$ cat src/rtl/ahb_ic_pkg.sv
package ahb_ic_pkg;
  localparam logic [1:0] TR_IDLE   = 2'b00;
  localparam logic [1:0] TR_BUSY   = 2'b01;
  localparam logic [1:0] TR_NONSEQ = 2'b10;
  localparam logic [1:0] TR_SEQ    = 2'b11;

  localparam logic [1:0] RS_OKAY  = 2'b00;
  localparam logic [1:0] RS_ERROR = 2'b01;
  localparam logic [1:0] RS_RETRY = 2'b10;
  localparam logic [1:0] RS_SPLIT = 2'b11;

  function automatic int idx_bits(int n);
    return (n > 1) ? $clog2(n) : 1;
  endfunction
endpackage

$ cat src/rtl/ic_arbiter.sv
module ic_arbiter #(
  parameter int N_MST = 2,
  parameter int MW    = 1
) (
  input  logic             clk_i,
  input  logic             rst_ni,
  input  logic [N_MST-1:0] busreq_i,
  input  logic             ready_i,
  output logic [N_MST-1:0] grant_o,
  output logic [MW-1:0]    amaster_o,
  output logic [MW-1:0]    dmaster_o
);
  logic [MW-1:0]    pick;
  logic [N_MST-1:0] nxt_grant;
  logic [N_MST-1:0] grant_q;
  logic [MW-1:0]    amaster_q;
  logic [MW-1:0]    dmaster_q;

  // scan from the top so the lowest requester wins; no request -> master 0
  always_comb begin
    pick = '0;
    for (int i = N_MST - 1; i >= 0; i--) begin
      if (busreq_i[i]) pick = MW'(i);
    end
  end

  for (genvar g = 0; g < N_MST; g++) begin : g_oh
    assign nxt_grant[g] = (pick == MW'(g));
  end

  always_ff @(posedge clk_i or negedge rst_ni) begin
    if (!rst_ni) begin
      grant_q   <= '0;
      amaster_q <= '0;
      dmaster_q <= '0;
    end else if (ready_i) begin
      grant_q   <= nxt_grant;
      amaster_q <= pick;
      dmaster_q <= amaster_q;
    end
  end

  assign grant_o   = grant_q;
  assign amaster_o = amaster_q;
  assign dmaster_o = dmaster_q;
endmodule

$ cat src/rtl/ic_decoder.sv
module ic_decoder #(
  parameter int N_SLV = 2,
  parameter int SW    = 1
) (
  input  logic [SW-1:0]    top_bits_i,
  output logic [N_SLV-1:0] hsel_o,
  output logic [SW-1:0]    idx_o,
  output logic             hit_o
);
  if (N_SLV == 1) begin : g_single
    assign idx_o = (top_bits_i == top_bits_i) ? '0 : '0;
  end else begin : g_multi
    assign idx_o = top_bits_i;
  end

  for (genvar g = 0; g < N_SLV; g++) begin : g_sel
    assign hsel_o[g] = (idx_o == SW'(g));
  end

  // an index past the last slave selects nobody
  assign hit_o = |hsel_o;
endmodule

$ cat src/rtl/ic_mst_mux.sv
module ic_mst_mux #(
  parameter int N_MST = 2,
  parameter int AW    = 32,
  parameter int DW    = 32,
  parameter int MW    = 1
) (
  input  logic [N_MST*AW-1:0] haddr_i,
  input  logic [N_MST*2-1:0]  htrans_i,
  input  logic [N_MST-1:0]    hwrite_i,
  input  logic [N_MST*3-1:0]  hsize_i,
  input  logic [N_MST*3-1:0]  hburst_i,
  input  logic [N_MST*DW-1:0] hwdata_i,
  input  logic [MW-1:0]       amaster_i,
  input  logic [MW-1:0]       dmaster_i,
  output logic [AW-1:0]       haddr_o,
  output logic [1:0]          htrans_o,
  output logic                hwrite_o,
  output logic [2:0]          hsize_o,
  output logic [2:0]          hburst_o,
  output logic [DW-1:0]       hwdata_o
);
  always_comb begin
    haddr_o  = '0;
    htrans_o = '0;
    hwrite_o = 1'b0;
    hsize_o  = '0;
    hburst_o = '0;
    for (int i = 0; i < N_MST; i++) begin
      if (amaster_i == MW'(i)) begin
        haddr_o  = haddr_i[i*AW +: AW];
        htrans_o = htrans_i[i*2 +: 2];
        hwrite_o = hwrite_i[i];
        hsize_o  = hsize_i[i*3 +: 3];
        hburst_o = hburst_i[i*3 +: 3];
      end
    end
  end

  always_comb begin
    hwdata_o = '0;
    for (int i = 0; i < N_MST; i++) begin
      if (dmaster_i == MW'(i)) hwdata_o = hwdata_i[i*DW +: DW];
    end
  end
endmodule

$ cat src/rtl/ic_slv_mux.sv
module ic_slv_mux import ahb_ic_pkg::*; #(
  parameter int N_SLV = 2,
  parameter int DW    = 32,
  parameter int SW    = 1
) (
  input  logic [N_SLV*DW-1:0] hrdata_i,
  input  logic [N_SLV-1:0]    hready_i,
  input  logic [N_SLV*2-1:0]  hresp_i,
  input  logic [SW-1:0]       dslave_i,
  input  logic                dvalid_i,
  output logic [DW-1:0]       hrdata_o,
  output logic                hready_o,
  output logic [1:0]          hresp_o
);
  always_comb begin
    hrdata_o = '0;
    hready_o = 1'b1;
    hresp_o  = RS_OKAY;
    for (int i = 0; i < N_SLV; i++) begin
      if (dslave_i == SW'(i)) begin
        hrdata_o = hrdata_i[i*DW +: DW];
        // idle data phase completes at once with OKAY
        if (dvalid_i) begin
          hready_o = hready_i[i];
          hresp_o  = hresp_i[i*2 +: 2];
        end
      end
    end
  end
endmodule

$ cat src/rtl/shared_bus_ic.sv
module shared_bus_ic import ahb_ic_pkg::*; #(
  parameter int N_MST = 2,
  parameter int N_SLV = 2,
  parameter int AW    = 32,
  parameter int DW    = 32,
  localparam int MW   = idx_bits(N_MST),
  localparam int SW   = idx_bits(N_SLV)
) (
  input  logic                clk_i,
  input  logic                rst_ni,
  input  logic [N_MST-1:0]    m_busreq_i,
  input  logic [N_MST*AW-1:0] m_haddr_i,
  input  logic [N_MST*2-1:0]  m_htrans_i,
  input  logic [N_MST-1:0]    m_hwrite_i,
  input  logic [N_MST*3-1:0]  m_hsize_i,
  input  logic [N_MST*3-1:0]  m_hburst_i,
  input  logic [N_MST*DW-1:0] m_hwdata_i,
  output logic [N_MST-1:0]    m_hgrant_o,
  output logic [DW-1:0]       m_hrdata_o,
  output logic                m_hready_o,
  output logic [1:0]          m_hresp_o,
  output logic [MW-1:0]       hmaster_o,
  output logic [N_SLV-1:0]    s_hsel_o,
  output logic [AW-1:0]       s_haddr_o,
  output logic [1:0]          s_htrans_o,
  output logic                s_hwrite_o,
  output logic [2:0]          s_hsize_o,
  output logic [2:0]          s_hburst_o,
  output logic [DW-1:0]       s_hwdata_o,
  input  logic [N_SLV*DW-1:0] s_hrdata_i,
  input  logic [N_SLV-1:0]    s_hready_i,
  input  logic [N_SLV*2-1:0]  s_hresp_i
);
  logic [N_MST-1:0] grant;
  logic [MW-1:0]    addr_master;
  logic [MW-1:0]    data_master;
  logic             bus_ready;
  logic [AW-1:0]    haddr;
  logic [1:0]       htrans;
  logic             hwrite;
  logic [2:0]       hsize;
  logic [2:0]       hburst;
  logic [DW-1:0]    hwdata;
  logic [N_SLV-1:0] hsel;
  logic [SW-1:0]    sel_idx;
  logic             sel_hit;
  logic [SW-1:0]    data_slave;
  logic             data_valid;
  logic [DW-1:0]    hrdata;
  logic [1:0]       hresp;

  ic_arbiter #(.N_MST(N_MST), .MW(MW)) u_arb (
    .clk_i     (clk_i),
    .rst_ni    (rst_ni),
    .busreq_i  (m_busreq_i),
    .ready_i   (bus_ready),
    .grant_o   (grant),
    .amaster_o (addr_master),
    .dmaster_o (data_master)
  );

  ic_mst_mux #(.N_MST(N_MST), .AW(AW), .DW(DW), .MW(MW)) u_mmux (
    .haddr_i   (m_haddr_i),
    .htrans_i  (m_htrans_i),
    .hwrite_i  (m_hwrite_i),
    .hsize_i   (m_hsize_i),
    .hburst_i  (m_hburst_i),
    .hwdata_i  (m_hwdata_i),
    .amaster_i (addr_master),
    .dmaster_i (data_master),
    .haddr_o   (haddr),
    .htrans_o  (htrans),
    .hwrite_o  (hwrite),
    .hsize_o   (hsize),
    .hburst_o  (hburst),
    .hwdata_o  (hwdata)
  );

  ic_decoder #(.N_SLV(N_SLV), .SW(SW)) u_dec (
    .top_bits_i (haddr[AW-1 -: SW]),
    .hsel_o     (hsel),
    .idx_o      (sel_idx),
    .hit_o      (sel_hit)
  );

  // data-phase slave tracks the address phase accepted at each ready edge
  always_ff @(posedge clk_i or negedge rst_ni) begin
    if (!rst_ni) begin
      data_slave <= '0;
      data_valid <= 1'b0;
    end else if (bus_ready) begin
      data_slave <= sel_idx;
      data_valid <= sel_hit & htrans[1];
    end
  end

  ic_slv_mux #(.N_SLV(N_SLV), .DW(DW), .SW(SW)) u_smux (
    .hrdata_i (s_hrdata_i),
    .hready_i (s_hready_i),
    .hresp_i  (s_hresp_i),
    .dslave_i (data_slave),
    .dvalid_i (data_valid),
    .hrdata_o (hrdata),
    .hready_o (bus_ready),
    .hresp_o  (hresp)
  );

  // all outputs held at zero while reset is low
  assign m_hgrant_o = rst_ni ? grant       : '0;
  assign hmaster_o  = rst_ni ? addr_master : '0;
  assign m_hrdata_o = rst_ni ? hrdata      : '0;
  assign m_hready_o = rst_ni & bus_ready;
  assign m_hresp_o  = rst_ni ? hresp       : RS_OKAY;
  assign s_hsel_o   = rst_ni ? hsel        : '0;
  assign s_haddr_o  = rst_ni ? haddr       : '0;
  assign s_htrans_o = rst_ni ? htrans      : TR_IDLE;
  assign s_hwrite_o = rst_ni & hwrite;
  assign s_hsize_o  = rst_ni ? hsize       : '0;
  assign s_hburst_o = rst_ni ? hburst      : '0;
  assign s_hwdata_o = rst_ni ? hwdata      : '0;
endmodule

$ cat config.mk
export PLATFORM = sky130hd
export DESIGN_NAME = shared_bus_ic
export DESIGN_NICKNAME = d
export VERILOG_FILES = /design/src/rtl/ahb_ic_pkg.sv /design/src/rtl/ic_arbiter.sv /design/src/rtl/ic_decoder.sv /design/src/rtl/ic_mst_mux.sv /design/src/rtl/ic_slv_mux.sv /design/src/rtl/shared_bus_ic.sv
export SDC_FILE = /design/constraint.sdc
export NUM_CORES = 1
export LEC_CHECK = 0
export BUFFER_PORTS_ARGS = -buffer_cell sky130_fd_sc_hd__buf_2
export CORE_AREA = 4 4 129 131
export DETAILED_ROUTE_END_ITERATION = 8
export DIE_AREA = 0 0 133 135
export GPL_TIMING_DRIVEN = 0
export PLACE_DENSITY = 0.53
export SLEW_MARGIN = 25
export SYNTH_ARGS = -nofsm -noshare
export SYNTH_HDL_FRONTEND = slang
export SYNTH_SLANG_ARGS = --single-unit
$ cat constraint.sdc
create_clock -name clk_i -period 2.8 [get_ports clk_i]
set_clock_uncertainty 0.1 [all_clocks]
set_input_delay 0.42 -clock clk_i [delete_from_list [all_inputs] [get_ports clk_i]]
set_output_delay 0.42 -clock clk_i [all_outputs]
set_load 0.02 [all_outputs]
== Word-level counts from Yosys, hierarchy flattened ==
Cells that the tools add are included.

* Register bits after elaboration: 6
* Output and inout bits: 113

* Muxes and demuxes: 27
* Bitwise gates (word level): 4

{| class="wikitable"
|+ Operators with widths
! operator !! number
|-
| 32-bit two-way mux || 6
|-
| 2-bit two-way mux || 9
|-
| 3-bit two-way mux || 4
|-
| 1-bit two-way mux || 8
|-
| 1-bit AND || 2
|-
| 1-bit NOT || 2
|}

== Longest topological paths before layout ==
Gate-level depths: netlist of the first run.

* Word-level depth: 5
* Mapped depth: 4
* Gate-level depth less buffers: 3

== Hierarchy ==
A second synthesis of the first run with hierarchy kept.

* Cells, all modules: 269
* Area total of the unflattened synthesis: 2851.5 um^2

{| class="wikitable"
|+ Modules (own cells, without submodules)
! module !! times used !! cells an instance !! area each (um^2)
|-
| ic_mst_mux || 1 || 82 || 1221.2
|-
| shared_bus_ic || 1 || 131 || 892.1
|-
| ic_slv_mux || 1 || 42 || 586.8
|-
| ic_arbiter || 1 || 9 || 121.4
|-
| ic_decoder || 1 || 5 || 30.0
|}

== Worst setup path before layout of the first run ==
OpenSTA, ideal clock, no wires.

* Kind: input to output
* Start point: input rst_ni
* End point: output s_hsel_o[1]
* Arrival time: 1.395 ns
* Data required time: 2.280 ns
* Setup slack: 0.885 ns
* Stages: 4
* Path buffers: 3
* Cells stage by stage: buf_2 > clkbuf_1 > nor2b_1 > buf_4

* Word-level cells in the longest chain between the ends: 1

{| class="wikitable"
|+ Ends and longest elaborated chain
! item !! line !! source
|-
| start, declared || shared_bus_ic.sv:10 || <nowiki>input logic rst_ni,</nowiki>
|-
| 2-bit two-way mux || shared_bus_ic.sv:114 || <nowiki>assign s_hsel_o = rst_ni ? hsel : '0;</nowiki>
|-
| end, declared || shared_bus_ic.sv:23 || <nowiki>output logic [N_SLV-1:0] s_hsel_o,</nowiki>
|}

No other way between the ends.

== Worst setup path in the final report of the first run ==
Same ends and word-level chain as after synthesis.

==> results of run 1 <==
-- critical path: stages --
cell and delay [ns]:
buf_2 0.10, buf_2 0.28, clkbuf_1 0.50, nor2b_1 0.27
buf_4 0.13, buf_2 0.15
-- flip-flops by register name, indices dropped and copies added, names as in the netlist --
signal and cells:
u_arb.dmaster_o 1, data_slave 1, u_arb.amaster_o 1, u_arb.grant_o 1, data_valid 1
-- cells by family after synthesis --
| kind of cell | after synthesis | synth area share [%] |
|---|---|---|
| AO/OA/AOI/OAI | 1 | 0.235 |
| buffers and inverters | 28 | 7.47 |
| flip-flops | 5 | 5.88 |
| multiplexers | 111 | 52.7 |
| AND/OR/NAND/NOR | 116 | 33.7 |
-- power by group --
| group | switching, mW | total (mW) | internal (mW) |
|---|---|---|---|
| clock network | 0.0425 | 0.231 | 0.188 |
| logic | 0.714 | 1.32 | 0.602 |
| registers | 0.00782 | 0.0968 | 0.0890 |
| total | 0.764 | 1.64 | 0.879 |
-- cell usage in the layout (no fill, tap or decap), drive strengths merged --
cell type	instances
buf	348
dlygate4sd3	1
mux2	2
inv	1
clkbuf	15
and2	4
diode	1
dfrtp	5
nand2b	1
nor2b	105
nor2	2
nand2	3
a21oi	1
mux2i	109
nor3b	1
-- final cells by class --
class	count	area (µm²)
fillers	1743	11400
diodes	1	2.50
clock buffers	4	78.8
flip-flops and latches	5	125
well taps	216	270
repair buffers	333	1670
inverters	1	3.75
plain buffers	27	155
multi-input cells	228	1840
-- routing by layer --
layer	vias to the layer above	routed length (µm)	share of wire [%]	GRT usage, %
li1	1546	-	-	-
met1	1312	3650	35	11.1
met2	195	5870	56	21.8
met3	0	1050	9.9	2.72
met4	0	0	0	0.346
met5	-	0	0	0
-- final timing paths --
check,startpoint,end,cells past startpoint
worst max-delay path,rst_ni,s_hsel_o[1],6
worst min-delay path,m_htrans_i[1],data_valid,3
worst max register to register,data_slave,u_arb.dmaster_o,4
worst min register to register,u_arb.grant_o[0],u_arb.grant_o[0],1
max in group asynchronous,rst_ni,data_slave,2
min in group asynchronous,rst_ni,u_arb.dmaster_o,2
-- repair_timing --
action                                 4_1_cts  5_1_grt
endpoints found under the hold margin        5        0
hold buffers                                 1        0
setup buffers                                0        0
-- metrics by stage --
step	utilization (%)	power, mW	hold slack [ns]	worst slack [ns]
5_1_grt	26.6	1.77	0.417	0.250
6_report	26.6	1.64	0.377	0.407
3_5_place_dp	26.0	1.44	0.160	0.181
4_1_cts	26.6	1.68	0.386	0.295
3_3_place_gp	26.0	1.43	0.157	0.290
2_1_floorplan	-	0.989	0.0244	0.885
==> flow_summary.json, run 1 <==
{
  "fin_area_mm2": 0.00415,
  "portBuffers": 332,
  "root_buffer": "clkbuf_16",
  "final_cell_count_no_fill": 815,
  "antenna_found_initial": 0,
  "cts_tree": "built",
  "h-tree-depth": 1,
  "synth_async_sr_flop_share_pct": 100,
  "synth_edf_count": 0,
  "dpl_cell_area_mm2": 0.00406,
  "remaining_drc_errors": 0,
  "synth_top_cell_by_area": "mux2i_1",
  "status": "finished, final reports clean",
  "drt_first_pass_iters": 6,
  "timing.fmax_ghz": 0.418,
  "hp-class": "input port to flip-flop",
  "io_pins": 333,
  "cellLeakagePower_nw": 2.38,
  "synth-seq-cells": 5,
  "vias": 3053,
  "insertion_delay_ns": 0.22,
  "worst_setup_path_start_kind": "input port",
  "criticalPathCategory": "input port to output port",
  "coreArea_mm2": 0.0156,
  "cts_buffers": 3,
  "setup_tns_ns": 0,
  "endpoint_kind": "output port",
  "wl_per_cell_um": 13.0,
  "relSlewSlack_pct": 61.5,
  "finalNetCount": 819,
  "wl_um": 10600,
  "setup_viol_count_final": 0,
  "crit_arrival_ns": 1.87,
  "fin_crit_sh_pct": 85.5,
  "synthDistinctLibCells": 16,
  "die_h_um": 135,
  "min_period_ns": 2.39,
  "num_rows": 46,
  "viasPerCell": 3.75,
  "cap_violations": 0,
  "yosysMostFrequentCell": "mux2i_1",
  "cts_resized": 0,
  "hold_viol": 0,
  "yosysTopAreaCellShare_pct": 51.3,
  "track_usage_pct": 10.5,
  "avgSynthCellArea_um2": 8.15,
  "synthesis.area_mm2": 0.00213,
  "r2r_slack_ns": 1.38,
  "area_growth_pct": 95.1,
  "synthCells": 261,
  "place_hpwl_um": 9470,
  "placed_cells": 809,
  "powerDensity_mw_per_mm2": 396,
  "drive_gt1_share_pct": 59.2,
  "rsz0062_at_grt": "false",
  "synth_common_cells": "mux2i_1 (109), nor2b_1 (105), buf_4 (11), clkbuf_1 (11), dfrtp_1 (5)",
  "worst_slew_pin_slew_ns": 0.577,
  "synthTopCellsByArea": "mux2i_1 (51%), nor2b_1 (31%), dfrtp_1 (5.9%)",
  "grt_max_degree": 11,
  "drt_iter0_drc": 54,
  "synthFlopType": "dfrtp_1",
  "synth-seq-area-share_pct": 5.88,
  "clk_pin_slew_worst_paths_ns": 0.03,
  "grt_pass1_wl_um": 15500,
  "critPathRequiredTime_ns": 2.28,
  "die_w_um": 133,
  "clock_sinks": 5,
  "synth.net_count": 481,
  "die_area_mm2": 0.0180,
  "cts_buffer_depth": 2,
  "gp_congestion": 0.712,
  "overflow": 0,
  "initial_utilization_pct": 13.6,
  "synth_warnings": 0,
  "worst-path-max-fanout": 11,
  "drtAntennaViolNets": 0,
  "grt_pass1_vias": 3094,
  "final_max_slew_viol_count": 0,
  "ir_drop_mv": 0.188
}
Power figures use the tool's default switching activity.
==> run 2, diff against run 1 <==
--- a/config.mk
+++ b/config.mk
@@ -7,6 +7,7 @@
 export LEC_CHECK = 0
 export BUFFER_PORTS_ARGS = -buffer_cell sky130_fd_sc_hd__buf_2
 export CORE_AREA = 4 4 129 131
+export CTS_BUF_LIST = sky130_fd_sc_hd__clkbuf_8
 export DETAILED_ROUTE_END_ITERATION = 8
 export DIE_AREA = 0 0 133 135
 export GPL_TIMING_DRIVEN = 0
==> run 2 against run 1 <==
Sequential share of layout area is essentially flat. Die area did not move. Register-to-register slack is essentially flat. Total power shrank 6.2%. Via count about the same. Hold slack gained 0.0062 ns. Count of clock-buffer cells in the layout down 1. Routed wire length grew 0.16%. Setup slack got worse by 0.00078 ns. Critical path type unchanged. Non-clock buffer count unchanged.
==> flow_summary.json, run 2 (synthesized netlist as in run 1, its figures left out) <==
{
  "ff2ff_path_depth": 4,
  "final_max_slew_viol_count": 0,
  "min_period_ns": 2.39,
  "criticalPathCategory": "input port to output port",
  "mostFrequentLayoutCell": "buf_2",
  "setup_tns_ns": 0,
  "wl_per_cell_um": 13.0,
  "worst_slew_pin_slew_ns": 0.577,
  "timing.fmax_ghz": 0.418,
  "worst_setup_path_start_kind": "input port",
  "grt_pass1_vias": 3091,
  "drt_iter0_drc": 55,
  "cap_violations": 0,
  "remaining_drc_errors": 0,
  "grt_pass1_wl_um": 15500,
  "grt_max_degree": 11,
  "antenna_found_initial": 0,
  "root_buffer": "clkbuf_8",
  "ir_drop_mv": 0.178,
  "coreArea_mm2": 0.0156,
  "gp_congestion": 0.712,
  "clock_sinks": 5,
  "die_h_um": 135,
  "cts_buffers": 3,
  "clk_pin_slew_worst_paths_ns": 0.03,
  "die_w_um": 133,
  "wl_um": 10600,
  "portBuffers": 332,
  "num_rows": 46,
  "layout_common_cells": "buf_2 (336), mux2i_1 (109), nor2b_1 (105)",
  "hold_viol": 0,
  "viasPerCell": 3.75,
  "place_hpwl_um": 9470,
  "track_usage_pct": 10.5,
  "crit_arrival_ns": 1.87,
  "cellLeakagePower_nw": 2.37,
  "status": "finished, final reports clean",
  "overflow": 0,
  "hp-class": "input port to flip-flop",
  "hold_depth": 3,
  "cts_buffer_depth": 2,
  "finalNetCount": 819,
  "area_growth_pct": 93.5,
  "initial_utilization_pct": 13.6,
  "relSlewSlack_pct": 61.5,
  "fin_crit_sh_pct": 85.5,
  "drt_first_pass_iters": 6,
  "r2r_slack_ns": 1.38,
  "h-tree-depth": 1,
  "drive_gt1_share_pct": 59.2,
  "insertion_delay_ns": 0.22,
  "endpoint_kind": "output port",
  "cts_setup_buffers": 0,
  "drtAntennaViolNets": 0,
  "setup_viol_count_final": 0,
  "die_area_mm2": 0.0180,
  "critPathRequiredTime_ns": 2.28,
  "io_pins": 333,
  "fill_cells": 1747,
  "final_util_pct": 26.4,
  "cts_tree": "built",
  "powerDensity_mw_per_mm2": 374,
  "vias": 3054,
  "finalPower_mw": 1.54,
  "rsz0062_at_grt": "false",
  "worst-path-max-fanout": 11
}
-- run 2: per-stage QoR --
step | worst slack [ns] | std cells | instance area [µm²] | hold WS [ns]
finish | 0.406 | 815 | 4120 | 0.383
global route | 0.248 | 814 | 4110 | 0.420
CTS | 0.286 | 814 | 4110 | 0.389
detailed placement | 0.181 | 809 | 4060 | 0.160
global placement | 0.290 | 809 | 4060 | 0.157
floorplan | 0.885 | 261 | 2130 | 0.0244
-- run 2: cell type report --
class	count	area, µm²	area share, %
Clock inverter	1	3.75	0.0912
Clock buffer	3	41.3	1.00
Buffer	27	155	3.77
Antenna cell	1	2.50	0.0608
Inverter	1	3.75	0.0912
Tap cell	216	270	6.57
Timing Repair Buffer	333	1670	40.6
Multi-Input combinational cell	228	1840	44.8
Sequential cell	5	125	3.04
-- run 2: path summary, 6_finish.rpt --
kind,from,end
hold / removal,m_htrans_i[1],data_valid
setup / recovery,rst_ni,s_hsel_o[1]
min in group asynchronous,rst_ni,u_arb.dmaster_o
max in group asynchronous,rst_ni,data_valid
setup reg to reg,data_slave,u_arb.dmaster_o
hold reg to reg,u_arb.grant_o[0],u_arb.grant_o[0]
-- run 2: power by group --
group	switching [mW]	leakage (nW)	total, mW	internal [mW]
sequential	0.00794	0.0581	0.0969	0.0890
combinational	0.714	2.28	1.32	0.602
clock	0.0341	0.0269	0.128	0.0939
-- run 2: repair_timing --
action,in CTS,in global routing
endpoints found under the hold margin,5,0
hold buffers,1,0
gates resized for setup,0,0
-- run 2: critical path, stage by stage --
cell and delay (ns):
buf_2 0.10, buf_2 0.28, clkbuf_1 0.50, nor2b_1 0.27, buf_4 0.13, buf_2 0.15
-- run 2: metal layers --
layer | vias to the layer above | global-route usage [%] | part of all wire, %
met5 | - | 0 | 0
met2 | 193 | 21.8 | 55
met1 | 1314 | 11.1 | 35
met3 | 0 | 2.72 | 9.8
li1 | 1547 | - | -
met4 | 0 | 0.346 | 0
==> run 3, diff against run 2 <==
--- a/config.mk
+++ b/config.mk
@@ -11,8 +11,9 @@
 export DETAILED_ROUTE_END_ITERATION = 8
 export DIE_AREA = 0 0 133 135
 export GPL_TIMING_DRIVEN = 0
-export PLACE_DENSITY = 0.53
+export PLACE_DENSITY = 0.58
 export SLEW_MARGIN = 25
 export SYNTH_ARGS = -nofsm -noshare
 export SYNTH_HDL_FRONTEND = slang
+export SYNTH_HIERARCHICAL = 1
 export SYNTH_SLANG_ARGS = --single-unit
==> constraint.sdc (replaced) <==
create_clock -name clk_i -period 2.8 [get_ports clk_i]
set_clock_uncertainty 0.1 [all_clocks]
set_input_delay 0.56 -clock clk_i [delete_from_list [all_inputs] [get_ports clk_i]]
set_output_delay 0.56 -clock clk_i [all_outputs]
set_load 0.02 [all_outputs]
==> run 3 against run 2 <==
Total power decreased by 16%. Critical path depth is the same. First-iteration DRC count shrank 25%. Setup slack got worse by 0.0084 ns. Cell count up 0.74%. Hold slack worse by 0.28 ns. Critical endpoint unchanged. Sequential share of layout area fell by 0.45 points. Global-route usage grew 0.53 points.
==> flow_summary.json, run 3 <==
{
  "rsz0062_at_grt": "false",
  "die_area_mm2": 0.0180,
  "placed_cells": 817,
  "synth-seq-area-share_pct": 4.39,
  "clk_pin_slew_worst_paths_ns": 0.03,
  "remaining_drc_errors": 0,
  "viasPerCell": 3.80,
  "h-tree-depth": 1,
  "synthTopCellsByArea": "mux2_4 (53%), and2_1 (25%), buf_6 (5.5%)",
  "top_usage_layer": "met2",
  "synth-seq-cells": 5,
  "grt_pass1_wl_um": 16200,
  "pre_cts_ws_ns": 0.601,
  "portBuffers": 332,
  "coreArea_mm2": 0.0156,
  "wl_per_cell_um": 13.4,
  "cp_top_family": "buffers and inverters",
  "setup_tns_ns": 0,
  "grt_pass1_vias": 3266,
  "grtUsageMet2_pct": 21.6,
  "criticalPathCategory": "flip-flop to output port",
  "cts_buffers": 3,
  "hold_viol": 0,
  "track_usage_pct": 11.1,
  "synthDistinctLibCells": 17,
  "powerDensity_mw_per_mm2": 267,
  "layout_common_cells": "buf_2 (336), and2_1 (113), mux2_4 (100)",
  "die_h_um": 135,
  "synth_top_cell_by_area": "mux2_4",
  "fin_area_mm2": 0.00483,
  "wl_um": 11000,
  "met1_usage_pct": 12.1,
  "avgSynthCellArea_um2": 10.6,
  "drive_gt1_share_pct": 77.9,
  "cts-hold-fix-buffers": 0,
  "comb_power_share_pct": 83.4,
  "root_buffer": "clkbuf_8",
  "insertion_delay_ns": 0.22,
  "synth.net_count": 489,
  "dpl_cell_area_mm2": 0.00478,
  "vias": 3120,
  "final_util_pct": 31.0,
  "synth_warnings": 6,
  "yosysMostFrequentCell": "and2_1",
  "synth_edf_count": 0,
  "fin_crit_sh_pct": 85.8,
  "cp-startpoint": "u_arb/grant_o[1]",
  "cp.buffers_inverters": 4,
  "drt_iter0_drc": 41,
  "synthCells": 269,
  "worst-path-max-fanout": 10,
  "worst_setup_path_start_kind": "flip-flop",
  "crit_chain": "buf_6, buf_12, mux2_4, buf_4, and2_1, buf_2",
  "initial_utilization_pct": 18.3,
  "finalPower_mw": 1.29,
  "hp-class": "input port to async pin",
  "setup_ws_ns": 0.398,
  "drt_first_pass_iters": 4,
  "endpoint_kind": "output port",
  "min_period_ns": 2.40,
  "final_max_slew_viol_count": 0,
  "io_pins": 333,
  "overflow": 0,
  "whs_ns": 0.102,
  "p_seq_share_pct": 6.8,
  "cts_resized": 0,
  "synth_async_sr_flop_share_pct": 100,
  "area_growth_pct": 69.3,
  "switching_share_pct": 39.3,
  "timing.fmax_ghz": 0.416,
  "critPathMaxStageDelay_ns": 0.42,
  "finalNetCount": 826,
  "final_cell_count_no_fill": 821,
  "synth_common_cells": "and2_1 (113), mux2_4 (100), buf_6 (14)",
  "p_int_mw": 0.782,
  "cts_tree": "built",
  "drtAntennaViolNets": 0,
  "pwr-share-clk_pct": 9.8,
  "crit_arrival_ns": 1.74,
  "critPathRequiredTime_ns": 2.14,
  "status": "finished, final reports clean",
  "setup_viol_count_final": 0,
  "antenna_found_initial": 0,
  "cap_violations": 0,
  "num_rows": 46,
  "cts_setup_buffers": 0,
  "ir_drop_mv": 0.102,
  "yosysTopAreaCellShare_pct": 52.7,
  "cp_slowest_cell": "dfrtp_1",
  "cellLeakagePower_nw": 2.82,
  "grt_max_degree": 11,
  "met3_usage_pct": 2.68,
  "cts_buffer_depth": 2,
  "gp_congestion": 0.720,
  "synthesis.area_mm2": 0.00285,
  "largest_reg_flops": 2,
  "r2r-start": "u_arb/grant_o[1]",
  "clock_sinks": 5,
  "die_w_um": 133,
  "diodes": 0,
  "synthFlopType": "dfrtp_1",
  "mostFrequentLayoutCell": "buf_2",
  "place_hpwl_um": 9680,
  "p_sw_mw": 0.507
}
==> run 3: path summary, 6_finish.rpt <==
path / depth (start not counted) / end / slack, ns
setup reg to reg: 5 / data_slave / 1.10
setup / recovery: 6 / s_hsel_o[1] / 0.40
max in group asynchronous: 1 / u_arb/dmaster_o / 2.30
min in group clk_i: 1 / u_arb/grant_o[0] / 0.43
hold reg to reg: 1 / u_arb/grant_o[0] / 0.43
hold / removal: 1 / data_valid / 0.10
==> run 3: cell families (layout without fill, tap and decap cells) <==
family | after synthesis | count (layout) | share of synthesized area [%]
AND/OR/NAND/NOR | 118 | 118 | 25.8
multiplexers | 110 | 110 | 56.5
buffers and inverters | 32 | 368 | 12.6
flip-flops | 5 | 5 | 4.39
AO/OA/AOI/OAI | 3 | 3 | 0.614
other | 1 | 1 | 0.132
==> run 3: layout make-up <==
type	instances	area, µm²
Clock buffer	3	41.3
Timing Repair Buffer	332	1660
Clock inverter	1	3.75
Buffer	29	348
Inverter	3	11.3
Fill cell	1685	10800
Tap cell	216	270
Multi-Input combinational cell	232	2370
Sequential cell	5	125
==> run 3: power groups by stage <==
stage                     registers, mW  logic (mW)  clock network [mW]
final                            0.0882        1.08               0.126
after global placement           0.0896        1.08                   0
after global routing             0.0899        1.15               0.139
after CTS                        0.0886        1.09               0.131
after detailed placement         0.0894        1.09                   0
after floorplan                  0.0862       0.742                   0
==> run 3: metal layers <==
layer / vias to the layer above / wire length (µm)
li1: 1567 / -
met1: 1353 / 4130
met2: 190 / 5730
met3: 10 / 1060
met4: 0 / 125
met5: - / 0
==> run 3: worst reg2reg max path, cell delays in order, from the launching register on <==
cell and delay (ns):
dfrtp_1 0.42, buf_6 0.18, buf_12 0.16, mux2_4 0.34, buf_4 0.13, mux2_2 0.25
